[src/rtl/pis_pkg.sv]
package pis_pkg;
  localparam logic [7:0] WR_KEY = 8'h5A;
  localparam int CMD_ON  = 0;
  localparam int CMD_OFF = 1;
  localparam int CMD_CLR = 2;

  typedef enum logic [2:0] {
    ST_IDLE, ST_RAMP, ST_ISOE, ST_REPAIR, ST_OFFE, ST_OFFS
  } seq_state_t;

  typedef enum logic [1:0] {
    FAIL_NONE = 2'd0, FAIL_POWER = 2'd1, FAIL_REPAIR = 2'd2
  } fail_code_t;
endpackage

[src/rtl/pis_regs.sv]
module pis_regs
  import pis_pkg::*;
#(
  parameter int AW     = 2,
  parameter int DW     = 32,
  parameter int CW     = 16,
  parameter int DEF_PG = 300,
  parameter int DEF_RP = 100
) (
  input  logic          clk,
  input  logic          rst,
  input  logic          wr_en,
  input  logic [AW-1:0] wr_addr,
  input  logic [DW-1:0] wr_data,
  input  logic          busy,
  output logic          on_req,
  output logic          off_req,
  output logic [CW-1:0] pg_limit,
  output logic [CW-1:0] rp_limit,
  output logic          collide
);
  localparam int KEY_LSB = DW - 8;

  logic key_ok, cmd_hit, any_cmd;
  assign key_ok  = (wr_data[DW-1:KEY_LSB] == WR_KEY);
  assign cmd_hit = wr_en && key_ok && (wr_addr == AW'(0));
  assign any_cmd = cmd_hit && (wr_data[CMD_ON] || wr_data[CMD_OFF]);
  assign off_req = any_cmd && !busy && wr_data[CMD_OFF];
  assign on_req  = any_cmd && !busy && !wr_data[CMD_OFF];

  always_ff @(posedge clk) begin
    if (rst) begin
      pg_limit <= CW'(DEF_PG);
      rp_limit <= CW'(DEF_RP);
      collide  <= 1'b0;
    end else begin
      if (wr_en && key_ok && wr_addr == AW'(1)) pg_limit <= wr_data[CW-1:0];
      if (wr_en && key_ok && wr_addr == AW'(2)) rp_limit <= wr_data[CW-1:0];
      if (any_cmd && busy) collide <= 1'b1;
      else if (cmd_hit && wr_data[CMD_CLR]) collide <= 1'b0;
    end
  end

  a_r9_sticky: assert property (@(posedge clk) disable iff (rst)
    (collide && !(wr_en && key_ok)) |=> collide);
  a_r1_keyless_keeps: assert property (@(posedge clk) disable iff (rst)
    (wr_en && !key_ok) |=> ($stable(pg_limit) && $stable(rp_limit) && $stable(collide)));
endmodule

[src/rtl/pis_timer.sv]
module pis_timer #(
  parameter int CW = 16
) (
  input  logic          clk,
  input  logic          rst,
  input  logic          clr,
  input  logic          run,
  input  logic [CW-1:0] limit,
  output logic          expired
);
  logic [CW-1:0] cnt;

  assign expired = run && (cnt == limit);

  always_ff @(posedge clk) begin
    if (rst || clr) cnt <= '0;
    else if (run)   cnt <= cnt + 1'b1;
  end

  a_r3_cnt_bounded: assert property (@(posedge clk) disable iff (rst)
    (run && !clr && !expired) |=> (cnt != '0));
endmodule

[src/rtl/pis_ctrl.sv]
module pis_ctrl
  import pis_pkg::*;
#(
  parameter int IW = 2
) (
  input  logic          clk,
  input  logic          rst,
  input  logic          on_req,
  input  logic          off_req,
  input  logic          pg_ok,
  input  logic          rep_ok,
  input  logic          expired,
  output logic          tmr_clr,
  output logic          tmr_run,
  output logic          sel_rep,
  output logic          sw_en,
  output logic [IW-1:0] inrush,
  output logic          eiso_rel,
  output logic          fiso_rel,
  output logic          rep_req,
  output logic          busy,
  output logic          done,
  output logic          err,
  output logic [1:0]    code
);
  localparam logic [IW-1:0] TOP_LVL = '1;

  seq_state_t state;

  assign busy    = (state != ST_IDLE);
  assign tmr_run = (state == ST_RAMP) || (state == ST_REPAIR);
  assign sel_rep = (state == ST_REPAIR);
  assign tmr_clr = (state == ST_IDLE) || (state == ST_ISOE) ||
                   ((state == ST_RAMP) && !pg_ok && expired);

  always_ff @(posedge clk) begin
    if (rst) begin
      state <= ST_IDLE; sw_en <= 1'b0; inrush <= '0; eiso_rel <= 1'b0;
      fiso_rel <= 1'b0; rep_req <= 1'b0; done <= 1'b0; err <= 1'b0;
      code <= FAIL_NONE;
    end else begin
      done <= 1'b0;
      err  <= 1'b0;
      case (state)
        ST_IDLE: begin
          if (off_req) begin
            fiso_rel <= 1'b0; rep_req <= 1'b0; code <= FAIL_NONE; state <= ST_OFFE;
          end else if (on_req) begin
            if (sw_en) done <= 1'b1;
            else begin
              sw_en <= 1'b1; inrush <= '0; code <= FAIL_NONE; state <= ST_RAMP;
            end
          end
        end
        ST_RAMP: begin
          if (pg_ok) begin
            eiso_rel <= 1'b1; state <= ST_ISOE;
          end else if (expired) begin
            if (inrush == TOP_LVL) begin
              sw_en <= 1'b0; inrush <= '0; err <= 1'b1; code <= FAIL_POWER;
              state <= ST_IDLE;
            end else inrush <= inrush + 1'b1;
          end
        end
        ST_ISOE: begin
          rep_req <= 1'b1; state <= ST_REPAIR;
        end
        ST_REPAIR: begin
          if (rep_ok) begin
            rep_req <= 1'b0; fiso_rel <= 1'b1; done <= 1'b1; state <= ST_IDLE;
          end else if (expired) begin
            rep_req <= 1'b0; eiso_rel <= 1'b0; sw_en <= 1'b0; inrush <= '0;
            err <= 1'b1; code <= FAIL_REPAIR; state <= ST_IDLE;
          end
        end
        ST_OFFE: begin
          eiso_rel <= 1'b0; state <= ST_OFFS;
        end
        ST_OFFS: begin
          sw_en <= 1'b0; inrush <= '0; done <= 1'b1; state <= ST_IDLE;
        end
        default: state <= ST_IDLE;
      endcase
    end
  end

  a_r2_already_on: assert property (@(posedge clk) disable iff (rst)
    (on_req && sw_en) |=> (done && !busy && sw_en && $stable(inrush) && $stable(fiso_rel)));
  a_r3_ramp_up_only: assert property (@(posedge clk) disable iff (rst)
    (busy && sw_en) |=> (!sw_en || inrush >= $past(inrush)));
  a_r4_err_unwound: assert property (@(posedge clk) disable iff (rst)
    err |-> (!sw_en && inrush == '0 && !rep_req));
  a_r5_repair_needs_eiso: assert property (@(posedge clk) disable iff (rst)
    rep_req |-> (eiso_rel && !fiso_rel));
  a_r6_fiso_last: assert property (@(posedge clk) disable iff (rst)
    fiso_rel |-> (eiso_rel && sw_en && !rep_req));
  a_r8_switch_opens_last: assert property (@(posedge clk) disable iff (rst)
    $fell(sw_en) |-> (!eiso_rel && !fiso_rel));
  a_r8_eiso_after_fiso: assert property (@(posedge clk) disable iff (rst)
    $fell(eiso_rel) |-> !fiso_rel);
  a_r11_exclusive: assert property (@(posedge clk) disable iff (rst)
    !(done && err));
  a_r11_single_pulse: assert property (@(posedge clk) disable iff (rst)
    done |=> !done);
endmodule

[src/rtl/pwr_island_seq.sv]
module pwr_island_seq #(
  parameter int AW     = 2,
  parameter int DW     = 32,
  parameter int CW     = 16,
  parameter int IW     = 2,
  parameter int DEF_PG = 300,
  parameter int DEF_RP = 100
) (
  input  logic          clk,
  input  logic          rst,
  input  logic          wr_en,
  input  logic [AW-1:0] wr_addr,
  input  logic [DW-1:0] wr_data,
  input  logic          pwr_good,
  input  logic          repair_done,
  output logic          sw_enable,
  output logic [IW-1:0] inrush_lvl,
  output logic          eiso_release,
  output logic          fiso_release,
  output logic          repair_req,
  output logic          busy,
  output logic          seq_done,
  output logic          seq_error,
  output logic [1:0]    fail_step,
  output logic          collide
);
  logic on_req, off_req, tmr_clr, tmr_run, sel_rep, expired;
  logic [CW-1:0] pg_limit, rp_limit, cur_limit;

  assign cur_limit = sel_rep ? rp_limit : pg_limit;

  pis_regs #(.AW(AW), .DW(DW), .CW(CW), .DEF_PG(DEF_PG), .DEF_RP(DEF_RP)) u_regs (
    .clk(clk), .rst(rst), .wr_en(wr_en), .wr_addr(wr_addr), .wr_data(wr_data),
    .busy(busy), .on_req(on_req), .off_req(off_req), .pg_limit(pg_limit),
    .rp_limit(rp_limit), .collide(collide));

  pis_timer #(.CW(CW)) u_timer (
    .clk(clk), .rst(rst), .clr(tmr_clr), .run(tmr_run), .limit(cur_limit),
    .expired(expired));

  pis_ctrl #(.IW(IW)) u_ctrl (
    .clk(clk), .rst(rst), .on_req(on_req), .off_req(off_req), .pg_ok(pwr_good),
    .rep_ok(repair_done), .expired(expired), .tmr_clr(tmr_clr), .tmr_run(tmr_run),
    .sel_rep(sel_rep), .sw_en(sw_enable), .inrush(inrush_lvl),
    .eiso_rel(eiso_release), .fiso_rel(fiso_release), .rep_req(repair_req),
    .busy(busy), .done(seq_done), .err(seq_error), .code(fail_step));
endmodule

[config.mk]
export PLATFORM = sky130hd
export DESIGN_NAME = pwr_island_seq
export DESIGN_NICKNAME = d
export VERILOG_FILES = /design/src/rtl/pis_pkg.sv /design/src/rtl/pis_regs.sv /design/src/rtl/pis_timer.sv /design/src/rtl/pis_ctrl.sv /design/src/rtl/pwr_island_seq.sv
export SDC_FILE = /design/constraint.sdc
export NUM_CORES = 1
export LEC_CHECK = 0
export BUFFER_PORTS_ARGS = -buffer_cell sky130_fd_sc_hd__buf_4
export CORE_UTILIZATION = 45
export DETAILED_ROUTE_END_ITERATION = 16
export PLACE_DENSITY = 0.61
export SETUP_SLACK_MARGIN = 0.1
export SLEW_MARGIN = 20
export SYNTH_ARGS = -nofsm -noshare
export SYNTH_HDL_FRONTEND = slang
export SYNTH_HIERARCHICAL = 1
export SYNTH_SLANG_ARGS = --single-unit
[constraint.sdc]
create_clock -name clk -period 4.4 [get_ports clk]
set_clock_uncertainty 0.1 [all_clocks]
set_input_delay 1.32 -clock clk [delete_from_list [all_inputs] [get_ports clk]]
set_output_delay 1.32 -clock clk [all_outputs]
set_load 0.01 [all_outputs]
==> flow_summary.json <==
{
  "status": "finished clean",
  "dr.first_iter.drc_count": 132,
  "io_buffers": 42,
  "tightest_slew_ns": 0.598,
  "synthArstFlopShare": 0,
  "max_cap_violations": 0,
  "cp.arrival_ns": 3.83,
  "cts_resized": 0,
  "total_power_mw": 1.13,
  "start_util": 0.469,
  "drcViolationCount": 0,
  "synth_xor_area_frac": 0.0739,
  "layout.nets": 436,
  "die_w_um": 89.4,
  "fillers": 693,
  "synth_top_family_by_area": "simple AND/OR/NAND/NOR gates",
  "synth-seq-cells": 62,
  "synth.most_common_cell": "dfxtp_1",
  "post-route-period-util": 0.841,
  "dr.pass1.iters": 4,
  "fin_ws_ns": 0.699,
  "min_path_type": "flop to flop",
  "wl_mm": 7.11,
  "drive_above_1_share": 0.263,
  "final_cell_area_um2": 4020,
  "coreArea_um2": 7330,
  "ir_drop_uv": 225,
  "diodes": 0,
  "grt_pass1_vias": 2443,
  "htree_levels": 3,
  "crit_fanout": 16,
  "post_cts_buffers": 0,
  "grt_pass1_wl_mm": 11.7,
  "powerDensity_nw_per_um2": 282,
  "power_leakage_nw": 1.45,
  "cts_tree": "done",
  "cts_hold_buf": 0,
  "viasPerCell": 5.20,
  "rsz0062_at_grt": "false",
  "synthSimpleGateAreaFrac": 0.272,
  "clock-sinks": 62,
  "yosysTopAreaCell": "dfxtp_1",
  "post_synth.cell_area_avg_um2": 9.71,
  "slew_headroom": 0.598,
  "yosysWarnings": 6,
  "grt_max_degree": 67,
  "dieArea_um2": 7990,
  "ys_types": 56,
  "io_pins": 51,
  "fin_crit_ns": 3.70,
  "synth_top_cell_area_share": 0.361,
  "clkTransAtPathRegs_ns": 0.08,
  "vias": 2595,
  "root_buffer": "clkbuf_8",
  "synth_common_cells": "62 x dfxtp_1, 48 x nand2b_1, 35 x nor2_1",
  "overflow": 0,
  "wl_per_cell_um": 14.3,
  "yosys-top-cells-area": "dfxtp_1 36%, mux2i_1 9.6%, nand2b_1 8.7%",
  "multi_input_area_um2": 2050,
  "seqCellArea_um2": 1240,
  "numCtsBuffers": 9,
  "clock.fmax_ghz": 0.270,
  "syn_nets": 395,
  "hpwl_mm": 4.84,
  "muxShareOfSynthArea": 0.159,
  "synth_compound_area_frac": 0.0826,
  "worstSetupPathType": "flop to flop",
  "syn_area_um2": 3440,
  "area_growth_pct": 17.0,
  "dpl-instance-area_um2": 3820,
  "gp_congestion": 0.781,
  "synth_fa_ha_area_frac": 0.00728,
  "synth-edff-count": 0,
  "end_kind": "flop",
  "drtAntennaViolNets": 0,
  "insertion_delay_ns": 0.35,
  "ys_seq_area_frac": 0.361,
  "pre_cts_slack_ns": 0.419,
  "fin_tns_setup_ns": 0,
  "worst_setup_path_start_kind": "flop",
  "ys.flop_type": "dfxtp_1",
  "clk_path_buf_depth": 2,
  "finalSetupViolations": 0,
  "grt_usage": 0.195,
  "required_ns": 4.53,
  "rows": 31,
  "die_h_um": 89.4,
  "postSynthCellCount": 354,
  "final_hold_viol_count": 0,
  "maxSlewViolCount": 0,
  "antenna_found_initial": 0
}
## report_power, final
part | internal (mW) | total, mW | switching (mW) | leakage (nW)
sequential | 0.561 | 0.561 | 0.0000889 | 0.499
combinational | 0.0281 | 0.0492 | 0.0211 | 0.845
clock | 0.268 | 0.524 | 0.256 | 0.100
## per-stage QoR
step | utilization | hold WS [ns] | instances
floorplan | - | 0.345 | 354
global placement | 0.521 | 0.357 | 483
detailed placement | 0.521 | 0.363 | 483
CTS | 0.549 | 0.375 | 499
global route | 0.549 | 0.390 | 499
finish | 0.549 | 0.374 | 499
## sequential cells by signal (all words and copies together) (netlist names), 2 cells and up
name	cells
u_regs/rp_limit	16
u_timer/cnt	16
u_ctrl/state	3
u_ctrl/code	2
u_regs/pg_limit	16
u_ctrl/inrush	2
## critical path, cell delays in order, from the launching register on
cell,delay (ns)
dfxtp_1,0.31
nand2b_1,0.21
inv_2,0.08
and2_1,0.46
mux2_2,0.42
xor2_1,0.14
nor4_1,0.27
nand4_1,0.13
nor4_1,0.27
buf_4,0.20
or3b_1,0.40
a21oi_1,0.15
or2_2,0.32
nor2_1,0.09
## cells in the final DEF (no fill, tap or decap), drive strengths merged, types with 2 or more instances in the layout
cell type	count
xnor2	22
or2	2
dfxtp	62
o21ai	10
mux2	16
or3	3
xor2	7
nand4b	2
or4	2
a221oi	2
o32ai	2
inv	6
clkbuf	9
clkinv	3
nand2	10
nor2	35
a21o	2
buf	52
mux2i	33
a211oi	2
ha	2
nor3	5
or3b	3
nand2b	48
nand4	10
nand3	5
a31oi	2
nor4	12
nor2b	3
a21oi	13
## area by class of cell
class	instances	area share
timing repair buffer	52	0.0971
inverter	4	0.00373
multi-input combinational	266	0.509
tap	99	0.0308
clock inverter	7	0.0202
clock buffer	9	0.0308
sequential	62	0.309
## cell families (layout without fill, tap and decap cells)
| family | Yosys count | in the layout |
|---|---|---|
| AOI/OAI and AO/OA | 41 | 41 |
| xor gates and xnor gates | 29 | 29 |
| adders and majority gates | 2 | 2 |
| buffers and inverters | 26 | 72 |
| DFF | 62 | 62 |
| muxes | 49 | 49 |
| and+or+nand+nor | 145 | 145 |
## path summary, 6_finish.rpt
| path | slack, ns | startpoint | endpoint | cells after the start |
|---|---|---|---|---|
| setup / recovery | 0.70 | u_ctrl/state[2]$_SDFFE_PP0P_ | u_timer/cnt[10]$_SDFFE_PP0P_ | 13 |
| setup reg to reg | 0.70 | u_ctrl/state[2]$_SDFFE_PP0P_ | u_timer/cnt[10]$_SDFFE_PP0P_ | 13 |
| hold reg to reg | 0.37 | u_regs/rp_limit[13]$_SDFFE_PP0P_ | u_regs/rp_limit[13]$_SDFFE_PP0P_ | 2 |
| hold / removal | 0.37 | u_regs/rp_limit[13]$_SDFFE_PP0P_ | u_regs/rp_limit[13]$_SDFFE_PP0P_ | 2 |
## layer usage
| layer | vias up | GRT usage | wire (um) |
|---|---|---|---|
| met3 | 9 | 0.0582 | 201 |
| met4 | 0 | 0.0606 | 88 |
| met1 | 1224 | 0.262 | 3580 |
| li1 | 1327 | - | - |
| met5 | - | 0 | 0 |
| met2 | 35 | 0.302 | 3250 |
Power figures use the tool's default switching activity.
